**config.mk**
```make
export PLATFORM = sky130hd
export DESIGN_NAME = softstart_sequencer
export DESIGN_NICKNAME = d
export VERILOG_FILES = /design/src/rtl/ss_seq_pkg.sv /design/src/rtl/ss_ramp.sv /design/src/rtl/ss_delay.sv /design/src/rtl/softstart_sequencer.sv
export SDC_FILE = /design/constraint.sdc
export NUM_CORES = 1
export LEC_CHECK = 0
export BUFFER_PORTS_ARGS = -buffer_cell sky130_fd_sc_hd__buf_2
export CORE_UTILIZATION = 62
export CTS_CLUSTER_SIZE = 14
export DETAILED_ROUTE_END_ITERATION = 8
export GPL_TIMING_DRIVEN = 1
export PLACE_DENSITY_LB_ADDON = 0.12
export SYNTH_ARGS = -nofsm -noshare
export SYNTH_HDL_FRONTEND = slang
export SYNTH_HIERARCHICAL = 1
export SYNTH_SLANG_ARGS = --single-unit
```
**constraint.sdc**
```tcl
create_clock -name clk -period 4.1 [get_ports clk]
set_input_delay 0.41 -clock clk [delete_from_list [all_inputs] [get_ports clk]]
set_output_delay 0.41 -clock clk [all_outputs]
set_load 0.03 [all_outputs]
```
**src/rtl/ss_seq_pkg.sv**
```systemverilog
package ss_seq_pkg;

    typedef enum logic [2:0] {
        ST_OFF   = 3'd0,
        ST_RAMP  = 3'd1,
        ST_DELAY = 3'd2,
        ST_RUN   = 3'd3,
        ST_FAULT = 3'd4
    } seq_state_t;

    localparam int NUM_RAMPS = 3;

endpackage

```
**src/rtl/ss_ramp.sv**
```systemverilog
module ss_ramp #(
    parameter int CODE_W   = 7,
    parameter int STEP_CYC = 10,
    parameter bit DESCEND  = 1'b0,
    parameter int FLOOR    = 26
) (
    input  logic              clk,
    input  logic              rst_n,
    input  logic              clear,
    input  logic              advance,
    output logic [CODE_W-1:0] code,
    output logic              done
);
    localparam int STEPS  = 1 << CODE_W;
    localparam int FULL   = STEPS - 1;
    localparam int SPAN   = FULL - FLOOR;
    localparam int IDX_W  = CODE_W + 1;
    localparam int PRE_W  = $clog2(STEP_CYC + 1);
    localparam int PROD_W = IDX_W + CODE_W;
    localparam logic [PRE_W-1:0] PRE_LAST = PRE_W'(STEP_CYC - 1);
    localparam logic [IDX_W-1:0] IDX_END  = IDX_W'(STEPS);

    logic [PRE_W-1:0] pre;
    logic [IDX_W-1:0] idx;

    assign done = (idx == IDX_END);

    always_ff @(posedge clk or negedge rst_n) begin
        if (!rst_n) begin
            pre <= '0;
            idx <= '0;
        end else if (clear) begin
            pre <= '0;
            idx <= '0;
        end else if (advance && !done) begin
            if (pre == PRE_LAST) begin
                pre <= '0;
                idx <= idx + 1'b1;
            end else begin
                pre <= pre + 1'b1;
            end
        end
    end

    // the step index never passes the end of the ramp
    a_r3_no_overflow: assert property (@(posedge clk) disable iff (!rst_n)
        idx <= IDX_END);

    generate
        if (DESCEND) begin : g_down
            logic [PROD_W-1:0] prod;
            logic [IDX_W-1:0]  drop;
            assign prod = PROD_W'(idx) * PROD_W'(SPAN);
            assign drop = IDX_W'(prod >> CODE_W);
            assign code = CODE_W'(IDX_W'(FULL) - drop);

            // descending code stays at or above the floor
            a_r4_floor: assert property (@(posedge clk) disable iff (!rst_n)
                code >= CODE_W'(FLOOR));
            // without a clear the code never rises
            a_r4_monotonic: assert property (@(posedge clk) disable iff (!rst_n)
                !clear |=> code <= $past(code));
        end else begin : g_up
            assign code = done ? CODE_W'(FULL) : idx[CODE_W-1:0];

            // without a clear the code never falls
            a_r3_monotonic: assert property (@(posedge clk) disable iff (!rst_n)
                !clear |=> code >= $past(code));
        end
    endgenerate

endmodule

```
**src/rtl/ss_delay.sv**
```systemverilog
module ss_delay #(
    parameter int COUNT = 40
) (
    input  logic clk,
    input  logic rst_n,
    input  logic run,
    output logic expired
);
    localparam int CNT_W = $clog2(COUNT + 1);
    localparam logic [CNT_W-1:0] CNT_LAST = CNT_W'(COUNT - 1);

    logic [CNT_W-1:0] cnt;

    assign expired = run && (cnt == CNT_LAST);

    always_ff @(posedge clk or negedge rst_n) begin
        if (!rst_n) begin
            cnt <= '0;
        end else if (!run) begin
            cnt <= '0;
        end else if (!expired) begin
            cnt <= cnt + 1'b1;
        end
    end

    // the delay count stays inside its window
    a_r6_count_bound: assert property (@(posedge clk) disable iff (!rst_n)
        cnt <= CNT_LAST);

    // outside the delay phase the count returns to zero
    a_r8_count_clears: assert property (@(posedge clk) disable iff (!rst_n)
        !run |=> cnt == '0);

endmodule

```
**src/rtl/softstart_sequencer.sv**
```systemverilog
module softstart_sequencer
    import ss_seq_pkg::*;
#(
    parameter int CODE_W    = 7,
    parameter int CLK_KHZ   = 125000,
    parameter int BOOST_MS  = 10,
    parameter int GATE_MS   = 3,
    parameter int DELAY_CYC = 2500000,
    parameter int FLOOR     = 26
) (
    input  logic              clk,
    input  logic              rst_n,
    input  logic              supply_ok,
    input  logic              ref_ok,
    input  logic              fault_latched,
    input  logic              sw_sel,
    output logic              boost_en,
    output logic              gon_en,
    output logic              goff_en,
    output logic [CODE_W-1:0] boost_code,
    output logic [CODE_W-1:0] gon_code,
    output logic [CODE_W-1:0] goff_code,
    output logic              ss_active,
    output logic              sw_enable,
    output logic              com_to_a,
    output logic              com_to_b,
    output logic              amp_hiz
);
    localparam int STEPS      = 1 << CODE_W;
    localparam int FULL       = STEPS - 1;
    localparam int BOOST_STEP = (CLK_KHZ * BOOST_MS) / STEPS;
    localparam int GATE_STEP  = (CLK_KHZ * GATE_MS) / STEPS;

    function automatic int step_of(input int i);
        return (i == 0) ? BOOST_STEP : GATE_STEP;
    endfunction

    seq_state_t state, state_nx;

    logic [CODE_W-1:0]    raw_code [NUM_RAMPS];
    logic [NUM_RAMPS-1:0] done_vec;
    logic                 ramp_clear;
    logic                 ramp_adv;
    logic                 all_done;
    logic                 delay_run;
    logic                 delay_expired;
    logic                 regs_on;

    assign ramp_clear = (state == ST_OFF);
    assign ramp_adv   = (state == ST_RAMP);
    assign delay_run  = (state == ST_DELAY);
    assign all_done   = &done_vec;

    generate
        for (genvar g = 0; g < NUM_RAMPS; g++) begin : g_ramp
            ss_ramp #(
                .CODE_W  (CODE_W),
                .STEP_CYC(step_of(g) < 1 ? 1 : step_of(g)),
                .DESCEND (g == 2),
                .FLOOR   (FLOOR)
            ) u_ramp (
                .clk    (clk),
                .rst_n  (rst_n),
                .clear  (ramp_clear),
                .advance(ramp_adv),
                .code   (raw_code[g]),
                .done   (done_vec[g])
            );
        end
    endgenerate

    ss_delay #(
        .COUNT(DELAY_CYC < 1 ? 1 : DELAY_CYC)
    ) u_delay (
        .clk    (clk),
        .rst_n  (rst_n),
        .run    (delay_run),
        .expired(delay_expired)
    );

    always_ff @(posedge clk or negedge rst_n) begin
        if (!rst_n) begin
            state <= ST_OFF;
        end else begin
            state <= state_nx;
        end
    end

    always_comb begin
        state_nx = state;
        unique case (state)
            ST_OFF: begin
                if (supply_ok && ref_ok && !fault_latched) state_nx = ST_RAMP;
            end
            ST_RAMP: begin
                if (!supply_ok)         state_nx = ST_OFF;
                else if (fault_latched) state_nx = ST_FAULT;
                else if (all_done)      state_nx = ST_DELAY;
            end
            ST_DELAY: begin
                if (!supply_ok)         state_nx = ST_OFF;
                else if (fault_latched) state_nx = ST_FAULT;
                else if (delay_expired) state_nx = ST_RUN;
            end
            ST_RUN: begin
                if (!supply_ok)         state_nx = ST_OFF;
                else if (fault_latched) state_nx = ST_FAULT;
            end
            ST_FAULT: begin
                if (!supply_ok)         state_nx = ST_OFF;
            end
            default: state_nx = ST_OFF;
        endcase
    end

    always_comb begin
        regs_on    = (state == ST_RAMP) || (state == ST_DELAY) || (state == ST_RUN);
        boost_en   = regs_on;
        gon_en     = regs_on;
        goff_en    = regs_on;
        boost_code = regs_on ? raw_code[0] : '0;
        gon_code   = regs_on ? raw_code[1] : '0;
        goff_code  = regs_on ? raw_code[2] : CODE_W'(FULL);
        ss_active  = (state == ST_RAMP);
        sw_enable  = (state == ST_RUN);
        com_to_a   = sw_enable && sw_sel;
        com_to_b   = sw_enable && !sw_sel;
        amp_hiz    = (state == ST_OFF) || (state == ST_FAULT);
    end

    // enables only rise after a qualified start
    a_r1_start_gate: assert property (@(posedge clk) disable iff (!rst_n)
        $rose(boost_en) |-> $past(supply_ok && ref_ok && !fault_latched));

    // ramps begin from their starting codes
    a_r2_start_codes: assert property (@(posedge clk) disable iff (!rst_n)
        $rose(boost_en) |-> (boost_code == '0 && gon_code == '0
                             && goff_code == CODE_W'(FULL)));

    // switch release only after every ramp is finished
    a_r6_after_ramps: assert property (@(posedge clk) disable iff (!rst_n)
        $rose(sw_enable) |-> all_done);

    // the common node is never tied to both sources
    a_r7_exclusive: assert property (@(posedge clk) disable iff (!rst_n)
        !(com_to_a && com_to_b));

    // loss of supply shuts the outputs down
    a_r8_supply_drop: assert property (@(posedge clk) disable iff (!rst_n)
        !supply_ok |=> (!boost_en && !sw_enable && amp_hiz));

    // a latched fault shuts the outputs down
    a_r10_fault_shutdown: assert property (@(posedge clk) disable iff (!rst_n)
        fault_latched |=> (!boost_en && !gon_en && !goff_en && !sw_enable));

endmodule

```
# Yosys cells after proc, flatten, opt, wreduce, memory -nomap -nowiden
# Cells that the tools add are included.
[totals]
in_bits = 6
regBits = 87
elab_cells = 98
[classes]
n_addsub = 8
muxes = 36
n_eq_ne = 17
mul = 1
reduce_logical = 28
[ops]
columns = ["cell", "n"]
rows = [
  ["two-way mux 12 bit", 6],
  ["two-way mux 8 bit", 9],
  ["two-way mux 22 bit", 2],
  ["two-way mux 14 bit", 3],
  ["two-way mux 7 bit", 5],
  ["two-way mux 3 bit", 10],
  ["adder 12 x 1 -> 12 bit (second input constant)", 2],
  ["adder 8 x 1 -> 8 bit (second input constant)", 3],
  ["== test 12 bit (second input constant)", 2],
  ["== test 8 bit (second input constant)", 3],
  ["adder 22 x 1 -> 22 bit (second input constant)", 1],
  ["== test 22 bit (second input constant)", 1],
  ["one-hot mux 3 bit (5 select lines)", 1],
  ["adder 14 x 1 -> 14 bit (second input constant)", 1],
  ["== test 14 bit (second input constant)", 1],
  ["multiplier 8 x 7 -> 14 bit (second input constant)", 1],
  ["nonzero test 2 bit", 6],
  ["logical AND 1 bit", 8],
  ["inequality test 4 bit (second input constant)", 2],
  ["subtractor 7 bit (first input constant)", 1],
  ["== test 3 x 2 -> 1 bit (second input constant)", 2],
  ["inequality test 2 bit (second input constant)", 3],
  ["AND reduction 2 bit", 3],
  ["zero test 1 bit", 5],
  ["7 further kinds", 9],
]

# Longest topological paths before layout
# Gate-level depths: netlist of the first run.
[depth]
word_depth = 6
depth_mapped = 12
depth_no_buf = 12

# Modules after synthesis
# Netlist of the first run, hierarchy kept.
[by_module_without_submodules]
columns = ["module", "seq_area_each_um2", "area_each_um2", "n_inst", "cells_each"]
rows = [
  ["ss_ramp (g_ramp[2].u_ramp)", 500.5, 1949.4, 1, 207],
  ["ss_ramp (g_ramp[0].u_ramp)", 550.5, 1391.3, 1, 158],
  ["ss_delay", 550.5, 1302.5, 1, 147],
  ["ss_ramp (g_ramp[1].u_ramp)", 500.5, 1295.0, 1, 143],
  ["softstart_sequencer", 75.1, 374.1, 1, 50],
]

# Least setup slack after synthesis of the first run
# Ideal clock, no wire load.
[synth_timing]
kind = "register -> output"
start = "reg g_ramp[2].u_ramp.idx[2]"
end = "out goff_code[6]"
path_buffers = 0
setup_slack_ps = 208
path_stages_with_launch = 10
required_ps = 3690
arrival_time_ps = 3482
path_cell_list = "dfrtp_1 > ha_1 > fa_1 > ha_1 > fa_1 > ha_1 > o41ai_1 > mux2i_1 > nand4_1 > or3_1"
[synth_rtl]
columns = ["item", "line", "source"]
rows = [
  ["start: declaration", "ss_ramp.sv:24", "logic [IDX_W-1:0] idx;"],
  ["start signal: assignment", "ss_ramp.sv:38", "idx <= idx + 1'b1;"],
  ["end: declaration", "softstart_sequencer.sv:22", "output logic [CODE_W-1:0] goff_code,"],
]

==> metrics.yaml, run 1 <==
core-area_um2: 9820
rrSetupSlack_ps: 1330
grt_max_degree: 56
worst_pin_slew_ps: 1030
async_flop_share_pct: 100
wl_mm: 14.7
cts_tree: "done"
syn-mean-instance-area_um2: 8.95
clock_path_buffers: 2
fin_skew_ps: 13.8
viasPerCell: 6.20
dp_worst_setup_slack_ps: 73.5
fp.dieH_um: 103
synthTopCellsByArea: "dfrtp_1 (34%), ha_1 (10%), nand3_1 (3.9%), a21oi_1 (3.0%), inv_1 (2.9%)"
rsz0062_at_grt: "yes"
regToRegEndpoint: "state[0]"
maxSlewViolCount: 0
grt_pass1_vias: 5216
yosysTopAreaCellShare_pct: 34.5
required_ps: 3690
arrival_ps: 3840
cts_made_buffers: 9
fin_total_pwr_mw: 1.53
hold_viol: 0
cts_root_buffer: "clkbuf_8"
clkLatencyLatePin_ps: 370
relSlewSlack_pct: 31.0
drc_errors: 0
holdBufCountCts: 0
dp.final_hpwl_mm: 10.0
cts_max_level: 3
worstPathMaxFanout: 5
antenna_found_initial: 0
r2r_start: "state[1]"
instances_no_fill: 872
ff_latch_area_um2: 2180
met3_usage_pct: 4.54
min_period_over_period_pct: 104
ys_ff_latch: 87
use_met1_pct: 37.9
synth_nets: 767
synth_edf_count: 0
placed_cells: 848
syn_inst: 705
die_area_um2: 10600
vias: 5405
hold_class: "in -> async"
synth.distinct_cells: 74
status: "complete, but fails checks"
yosysTopAreaCell: "dfrtp_1"
cts.clk_slew.worst_paths_ps: 90
drtIter0Drc: 297
power_density_nw_per_um2: 216
cp-end-kind: "primary output"
pin_count: 35
multiInputGateArea_um2: 4030
post-route-min-period_ps: 4250
ir_worst_vdd_mv: 0.215
portBuffers: 34
start_kind: "register"
p_leak_nw: 3.02
drive_gt1_share_pct: 17.7
drtAntennaViolNets: 0
criticalPathCategory: "reg -> out"
nFillCells: 780
synth_warnings: 6
final_area_um2: 7050
setup_slack_ps: -149
rows: 36
start_util_pct: 64.3
grt_pass1_wl_mm: 24.0
gp_congestion: 0.887
fp.dieW_um: 103
busiest_layer: "met2"
grtUsageMet2_pct: 48.5
antenna_cells: 0
ys_seq_area_share_pct: 34.5
ys.flop_type: "dfrtp_1"
overflow: 0
syn_to_final_growth_pct: 11.7
place_area_um2: 6510
fmax_mhz: 235
grt_usage_pct: 28.9
fin_nets: 796
first_pass_iters: 4
r2r_cells: 5
setup_viol: 3
routedWlPerCell_um: 16.8
violations: "setup timing"
maxCapViolCount: 0
synth_area_um2: 6310
cts_sinks: 87
[layout by cell type, fill, tap and decap left out, types with 6 or more instances in the layout]
cell type,Yosys,layout
dfrtp_1,87,83
nand3_1,49,46
nand2_1,47,46
inv_1,48,46
nor2_1,42,41
ha_1,52,37
a21oi_1,38,36
buf_2,12,27
and2_1,23,23
nand4_1,21,21
or3_1,21,20
o21ai_0,20,19
xnor2_1,19,19
nor4_1,17,17
buf_4,4,16
ha_4,0,14
nor3_1,14,13
o31ai_1,13,13
o21ai_1,11,12
or4_1,12,12
and3_1,11,11
xor2_1,11,11
clkbuf_8,1,9
a21o_1,8,8
or2_2,7,7
nand2b_1,6,6
o21a_1,7,6
o22ai_1,8,6
buf_6,5,6
[synthesized netlist by cell type, types with 3 or more instances]
cell / number
a21o_1: 8
a21oi_1: 38
a22oi_1: 3
and2_1: 23
and3_1: 11
and4_1: 4
and4_2: 3
buf_2: 12
buf_4: 4
buf_6: 5
clkbuf_1: 8
dfrtp_1: 87
fa_1: 4
ha_1: 52
inv_1: 48
nand2_1: 47
nand2b_1: 6
nand3_1: 49
nand4_1: 21
nand4b_1: 5
nor2_1: 42
nor2b_1: 5
nor3_1: 14
nor4_1: 17
nor4b_1: 4
o211ai_1: 5
o21a_1: 7
o21ai_0: 20
o21ai_1: 11
o22ai_1: 8
o31a_1: 4
o31ai_1: 13
o41ai_1: 3
or2_2: 7
or3_1: 21
or4_1: 12
xnor2_1: 19
xor2_1: 11
[per-stage QoR]
step / utilization (%) / TNS [ps] / hold slack (ps)
floorplan: - / 0 / 114
finish: 71.8 / -265 / 63.7
detailed placement: 66.3 / 0 / 497
global route: 71.8 / -678 / 121
global placement: 66.3 / 0 / 480
CTS: 70.0 / -369 / 102
[cells by family (layout without fill, tap and decap cells)]
| kind of cell | after synthesis | count (layout) | share of synthesized area (%) |
|---|---|---|---|
| DFF | 87 | 87 | 34.5 |
| adders and majority gates | 56 | 56 | 11.6 |
| muxes | 3 | 3 | 0.496 |
| xor gates and xnor gates | 30 | 30 | 4.16 |
| and+or+nand+nor | 313 | 313 | 28.9 |
| AOI/OAI and AO/OA | 137 | 137 | 14.3 |
| buffers and inverters | 79 | 113 | 6.07 |
[final cells by class]
class | count | share of cell area, %
Clock buffer | 9 | 1.76
Clock inverter | 7 | 0.674
Inverter | 48 | 2.55
Multi-Input combinational cell | 539 | 57.1
Sequential cell | 87 | 30.9
Tap cell | 133 | 2.36
Timing Repair Buffer | 49 | 4.58
[critical path, cell delays in order (launching register included)]
cell	delay [ps]
dfrtp_2	450
ha_1	340
fa_1	560
ha_4	230
ha_4	240
ha_4	300
nand3_2	90
o211ai_1	270
o41ai_4	160
o21bai_1	230
xnor2_1	90
or3_1	330
buf_6	150
[worst max path at each step]
stage / slack, ps / depth (start not counted) / start / end
floorplan: 210 / 9 / g_ramp[2].u_ramp/idx[2] / goff_code[6]
global placement: 160 / 14 / g_ramp[2].u_ramp/idx[4] / goff_code[6]
detailed placement: 70 / 13 / g_ramp[2].u_ramp/idx[2] / goff_code[6]
CTS: -180 / 12 / g_ramp[2].u_ramp/idx[1] / goff_code[5]
global route: -260 / 12 / g_ramp[2].u_ramp/idx[3] / goff_code[5]
finish: -150 / 12 / g_ramp[2].u_ramp/idx[3] / goff_code[5]
[per-layer routing]
layer  routed length (µm)  vias to the layer above  part of all wire (%)
li1                     -                     2616                     -
met1                 6660                     2640                    45
met2                 7210                      119                    49
met3                  480                       30                   3.3
met4                  338                        0                   2.3
met5                    0                        -                     0
[state kept, by name, summed over array words and instances (netlist names)]
| signal | count |
|---|---|
| state | 3 |
| g_ramp.u_ramp/idx | 24 |
| g_ramp.u_ramp/pre | 38 |
| u_delay/cnt | 22 |
[timing repair]
action,CTS,global route
resized for setup,29,23
setup buffers,5,4
endpoints found under the setup margin,5,7
endpoints found under the hold margin,0,0
pin swaps,20,16
[power by group]
part / leakage, nW / switching (mW) / total (mW) / internal [mW]
Clock: 0.0854 / 0.322 / 0.542 / 0.220
Combinational: 1.73 / 0.0872 / 0.117 / 0.0294
Sequential: 1.21 / 0.00681 / 0.868 / 0.861
Power figures use the tool's default switching activity.
==> run 2, diff against run 1 <==
--- a/config.mk
+++ b/config.mk
@@ -10,7 +10,7 @@
 export CTS_CLUSTER_SIZE = 14
 export DETAILED_ROUTE_END_ITERATION = 8
 export GPL_TIMING_DRIVEN = 1
-export PLACE_DENSITY_LB_ADDON = 0.12
+export PLACE_DENSITY = 0.87
 export SYNTH_ARGS = -nofsm -noshare
 export SYNTH_HDL_FRONTEND = slang
 export SYNTH_HIERARCHICAL = 1
==> run 2 against run 1 <==
- routed wire length rose by 10%
- the flow still finishes with violations (setup timing)
- critical path type unchanged
- clock-buffer cell count grew 2
- first-iteration DRC count is 35% higher
- via count up 5.1%
- fmax fell by 5.5%
- combinational power barely moved
==> metrics.yaml, run 2 (synthesis results as in run 1) <==
violations: "setup timing"
p_leak_nw: 3.00
drc_errors: 0
placed_cells: 848
relSlewSlack_pct: 27.0
nFillCells: 703
setup_viol: 4
criticalPathCategory: "reg -> out"
final_common_cell: "dfrtp_1"
largestRegisters: "g_ramp.u_ramp/pre (38), g_ramp.u_ramp/idx (24), u_delay/cnt (22)"
top_layer_used: "met4"
swShare_pct: 26.3
first_pass_iters: 5
viasPerCell: 6.52
core-area_um2: 9820
cts_root_buffer: "clkbuf_8"
setup_slack_ps: -394
instances_no_fill: 871
cts_tree: "done"
overflow: 0
p_sw_mw: 0.401
ir_worst_vdd_mv: 0.250
fin_total_pwr_mw: 1.53
clkLatencyLatePin_ps: 360
gp_congestion: 0.911
p_int_mw: 1.13
power_density_nw_per_um2: 217
rrSetupSlack_ps: 1280
antenna_cells: 0
fp.dieH_um: 103
pin_count: 35
hold_class: "in -> async"
min_period_over_period_pct: 110
fp.dieW_um: 103
maxSlewViolCount: 0
crit_start: "g_ramp[2].u_ramp/idx[2]"
fin_skew_ps: 11.9
fin_util_pct: 71.6
rsz0062_at_grt: "yes"
cp_cell_sequence: "buf_6, ha_4, fa_1, ha_1, fa_2, ha_4, nor2_2, o211ai_1, o41ai_4, buf_4, o21bai_1, xnor2_1, or3_1, buf_6"
cts_max_level: 3
slowest_delay_ps: 460
wl_met2_mm: 8.03
fmax_mhz: 222
die_area_um2: 10600
drtIter0Drc: 401
final_area_um2: 7030
grt_usage_pct: 30.9
clock_power_share_pct: 35.4
drive_gt1_share_pct: 17.2
crit_path_top_delay_cell: "fa_2"
start_util_pct: 64.3
post-route-min-period_ps: 4490
final_cell_mix: "dfrtp_1 (83), inv_1 (48), nand3_1 (47), nand2_1 (47), nor2_1 (40)"
antenna_found_initial: 1
wl_mm: 16.2
portBuffers: 34
grt_pass1_wl_mm: 25.1
critPathBufInv: 3
r2r_start: "state[2]"
dp.final_hpwl_mm: 10.2
worst_pin_slew_ps: 1090
worstPathMaxFanout: 3
combPwrFrac_pct: 7.8
hold_viol: 0
cts_sinks: 87
crit_family: "adder cells"
grt_pass1_vias: 5274
routedWlPerCell_um: 18.6
place_area_um2: 6510
vias: 5680
start_kind: "register"
clock_path_buffers: 2
grt_max_degree: 57
drtAntennaViolNets: 0
required_ps: 3690
cp-end-kind: "primary output"
syn_to_final_growth_pct: 11.4
arrival_ps: 4080
fin_nets: 795
finalHoldWorstSlack_ps: 96.8
status: "complete, but fails checks"
cts.clk_slew.worst_paths_ps: 90
met1_length_mm: 6.50
power.share.sequential_pct: 56.8
met3_length_um: 980
maxCapViolCount: 0
cts_made_buffers: 9
holdBufCountCts: 0
largest_reg_flops: 38
rows: 36
top_register: "g_ramp.u_ramp/pre"
run 2: cell count changes in the layout (fill, tap and decap cells not counted), sizes merged:
cell	delta
inv	-1
clkinv	-1
buf	-1
clkbuf	+2
run 2: layout make-up:
cell class	instances	area, µm²	share of cell area, %
Multi-Input combinational cell	539	4020	57.2
Sequential cell	87	2180	31.0
Timing Repair Buffer	48	307	4.36
Inverter	48	180	2.56
Tap cell	133	166	2.37
Clock buffer	11	141	2.01
Clock inverter	5	33.8	0.481
run 2: path summary, 6_finish.rpt:
check | endpoint | depth (start not counted)
max | goff_code[5] | 14
min | g_ramp[1].u_ramp/idx[5] | 1
max reg2reg | g_ramp[0].u_ramp/idx[6] | 5
min reg2reg | g_ramp[0].u_ramp/pre[10] | 1
max in group asynchronous | g_ramp[2].u_ramp/pre[11] | 2
min in group clk | state[2] | 2
run 2: layer usage:
layer	up-vias	track usage, %
met4	0	16.3
met5	-	0
met3	72	7.66
li1	2624	-
met2	243	51.2
met1	2741	37.4
run 2: worst register-to-register path, stage by stage, from the launching register on:
cell and delay [ps]:
dfrtp_1 540, nor3_2 650, inv_1 350, and2_1 450, nor4_2 380, mux2_1 350
run 2: stage by stage:
step	setup TNS (ps)	setup slack [ps]
after CTS	-161	-93.5
after detailed placement	0	54.6
final	-1010	-394
after global routing	-2030	-667
after floorplan	0	208
after global placement	0	167
run 2: repair_timing:
| item | 4_1_cts | 5_1_grt |
|---|---|---|
| setup buffers | 4 | 4 |
| endpoints found under the setup margin | 5 | 6 |
| pin swaps | 13 | 14 |
| gates resized for setup | 28 | 19 |
| endpoints found under the hold margin | 0 | 0 |
run 2: power by group through the flow:
stage	Clock (mW)	Combinational [mW]	Sequential, mW
4_1_cts	0.555	0.119	0.867
2_1_floorplan	0	0.0817	0.883
3_5_place_dp	0	0.118	0.885
6_report	0.541	0.120	0.868
5_1_grt	0.593	0.133	0.869
3_3_place_gp	0	0.113	0.884
==> run 3, diff against run 2 <==
--- a/config.mk
+++ b/config.mk
@@ -11,6 +11,7 @@
 export DETAILED_ROUTE_END_ITERATION = 8
 export GPL_TIMING_DRIVEN = 1
 export PLACE_DENSITY = 0.87
+export SETUP_SLACK_MARGIN = 0.15
 export SYNTH_ARGS = -nofsm -noshare
 export SYNTH_HDL_FRONTEND = slang
 export SYNTH_HIERARCHICAL = 1
==> run 3 against run 2 <==
- global-route usage grew 1.7 points
- sequential power is essentially flat
- total power grew 0.67%
- largest cell class unchanged
- the flow still finishes with violations (setup timing)
- via count grew 2.7%
- non-clock buffer count grew 3
- cell count grew 0.34%
- clock-buffer cell count is the same
==> metrics.yaml, run 3 (synthesis results as in run 1) <==
syn_to_final_growth_pct: 12.5
first_pass_iters: 6
viasPerCell: 6.67
cts_tree: "done"
final_cell_mix: "dfrtp_1 (83), nand3_1 (47), inv_1 (47)"
drtAntennaViolNets: 0
routedWlPerCell_um: 20.2
cts_max_level: 3
criticalPathCategory: "reg -> out"
grt_pass1_wl_mm: 26.5
maxSlewViolCount: 0
top_register: "g_ramp.u_ramp/pre"
p_leak_nw: 3.02
hold_class: "in -> async"
required_ps: 3690
largest_reg_flops: 38
crit_path_top_delay_cell: "fa_2"
fin_total_pwr_mw: 1.54
pin_count: 35
min_period_over_period_pct: 113
antenna_found_initial: 0
rsz0062_at_grt: "yes"
status: "complete, but fails checks"
placed_cells: 848
instances_no_fill: 874
die_area_um2: 10600
finalHoldWorstSlack_ps: 100
overflow: 0
core-area_um2: 9820
maxCapViolCount: 0
largestRegisters: "g_ramp.u_ramp/pre (38), g_ramp.u_ramp/idx (24), u_delay/cnt (22)"
crit_family: "adder cells"
start_kind: "register"
portBuffers: 34
nFillCells: 693
final_common_cell: "dfrtp_1"
cts_made_buffers: 9
drc_errors: 0
gp_congestion: 0.911
place_area_um2: 6510
fp.dieH_um: 103
fin_nets: 798
fmax_mhz: 215
violations: "setup timing"
dp.final_hpwl_mm: 10.2
final_area_um2: 7100
clkLatencyLatePin_ps: 370
dp_worst_setup_slack_ps: 54.6
setup_viol: 6
post-route-min-period_ps: 4650
clock_path_buffers: 2
start_util_pct: 64.3
rows: 36
setup_slack_ps: -553
grt_max_degree: 57
slowest_delay_ps: 560
antenna_cells: 0
cts_sinks: 87
critPathBufInv: 4
drive_gt1_share_pct: 18.5
drtIter0Drc: 396
grt_usage_pct: 32.6
wl_mm: 17.6
arrival_ps: 4240
worst_pin_slew_ps: 1150
hold_viol: 0
vias: 5831
grt_pass1_vias: 5417
cts_root_buffer: "clkbuf_8"
fin_util_pct: 72.3
cp_cell_sequence: "buf_6, ha_4, fa_1, ha_4, fa_2, ha_4, buf_4, buf_6, o21a_4, a21oi_2, xor2_1, or3_4, buf_6"
setup_tns_ps: -1570
ir_worst_vdd_mv: 0.174
power_density_nw_per_um2: 217
worstPathMaxFanout: 3
fp.dieW_um: 103
fin_skew_ps: 15.6
r2r_start: "state[2]"
cts.clk_slew.worst_paths_ps: 90
cp-end-kind: "primary output"
holdBufCountCts: 0
relSlewSlack_pct: 22.8
crit_start: "g_ramp[2].u_ramp/idx[2]"
run 3: worst paths after layout:
kind | slack [ps] | depth (start not counted) | end
max | -550 | 13 | goff_code[2]
min | 100 | 1 | g_ramp[1].u_ramp/idx[5]
max reg2reg | 1080 | 5 | g_ramp[0].u_ramp/idx[6]
min reg2reg | 520 | 1 | g_ramp[0].u_ramp/pre[10]
max in group asynchronous | 3070 | 2 | g_ramp[2].u_ramp/pre[11]
min in group clk | 320 | 2 | state[2]
run 3: cell type report:
type                       count  area [µm²]  area share (%)
clock buffer                  11         141            1.99
clock inverter                 5        33.8           0.476
inverter                      48         180            2.54
multi-input combinational    539        4050            57.0
sequential                    87        2180            30.7
tap                          133         166            2.34
timing repair buffer          51         349            4.92
run 3: what timing repair did:
item                       4_1_cts  5_1_grt
pin swaps                       21       10
gates cloned                     0        0
buffers inserted                 5        5
setup endpoints to repair        6        7
gates resized for setup         35       23
run 3: power by group:
part / switching (mW) / leakage, nW / internal (mW) / total [mW]
clock: 0.312 / 0.0853 / 0.236 / 0.548
combinational: 0.0914 / 1.73 / 0.0306 / 0.122
sequential: 0.00762 / 1.21 / 0.861 / 0.869
run 3: routing by layer:
metal,global-route usage [%],routed length (µm),vias to the layer above
met3,8.41,1470,84
met2,53.1,8720,325
li1,-,-,2628
met5,0,0,-
met4,17.0,773,0
met1,40.0,6670,2794
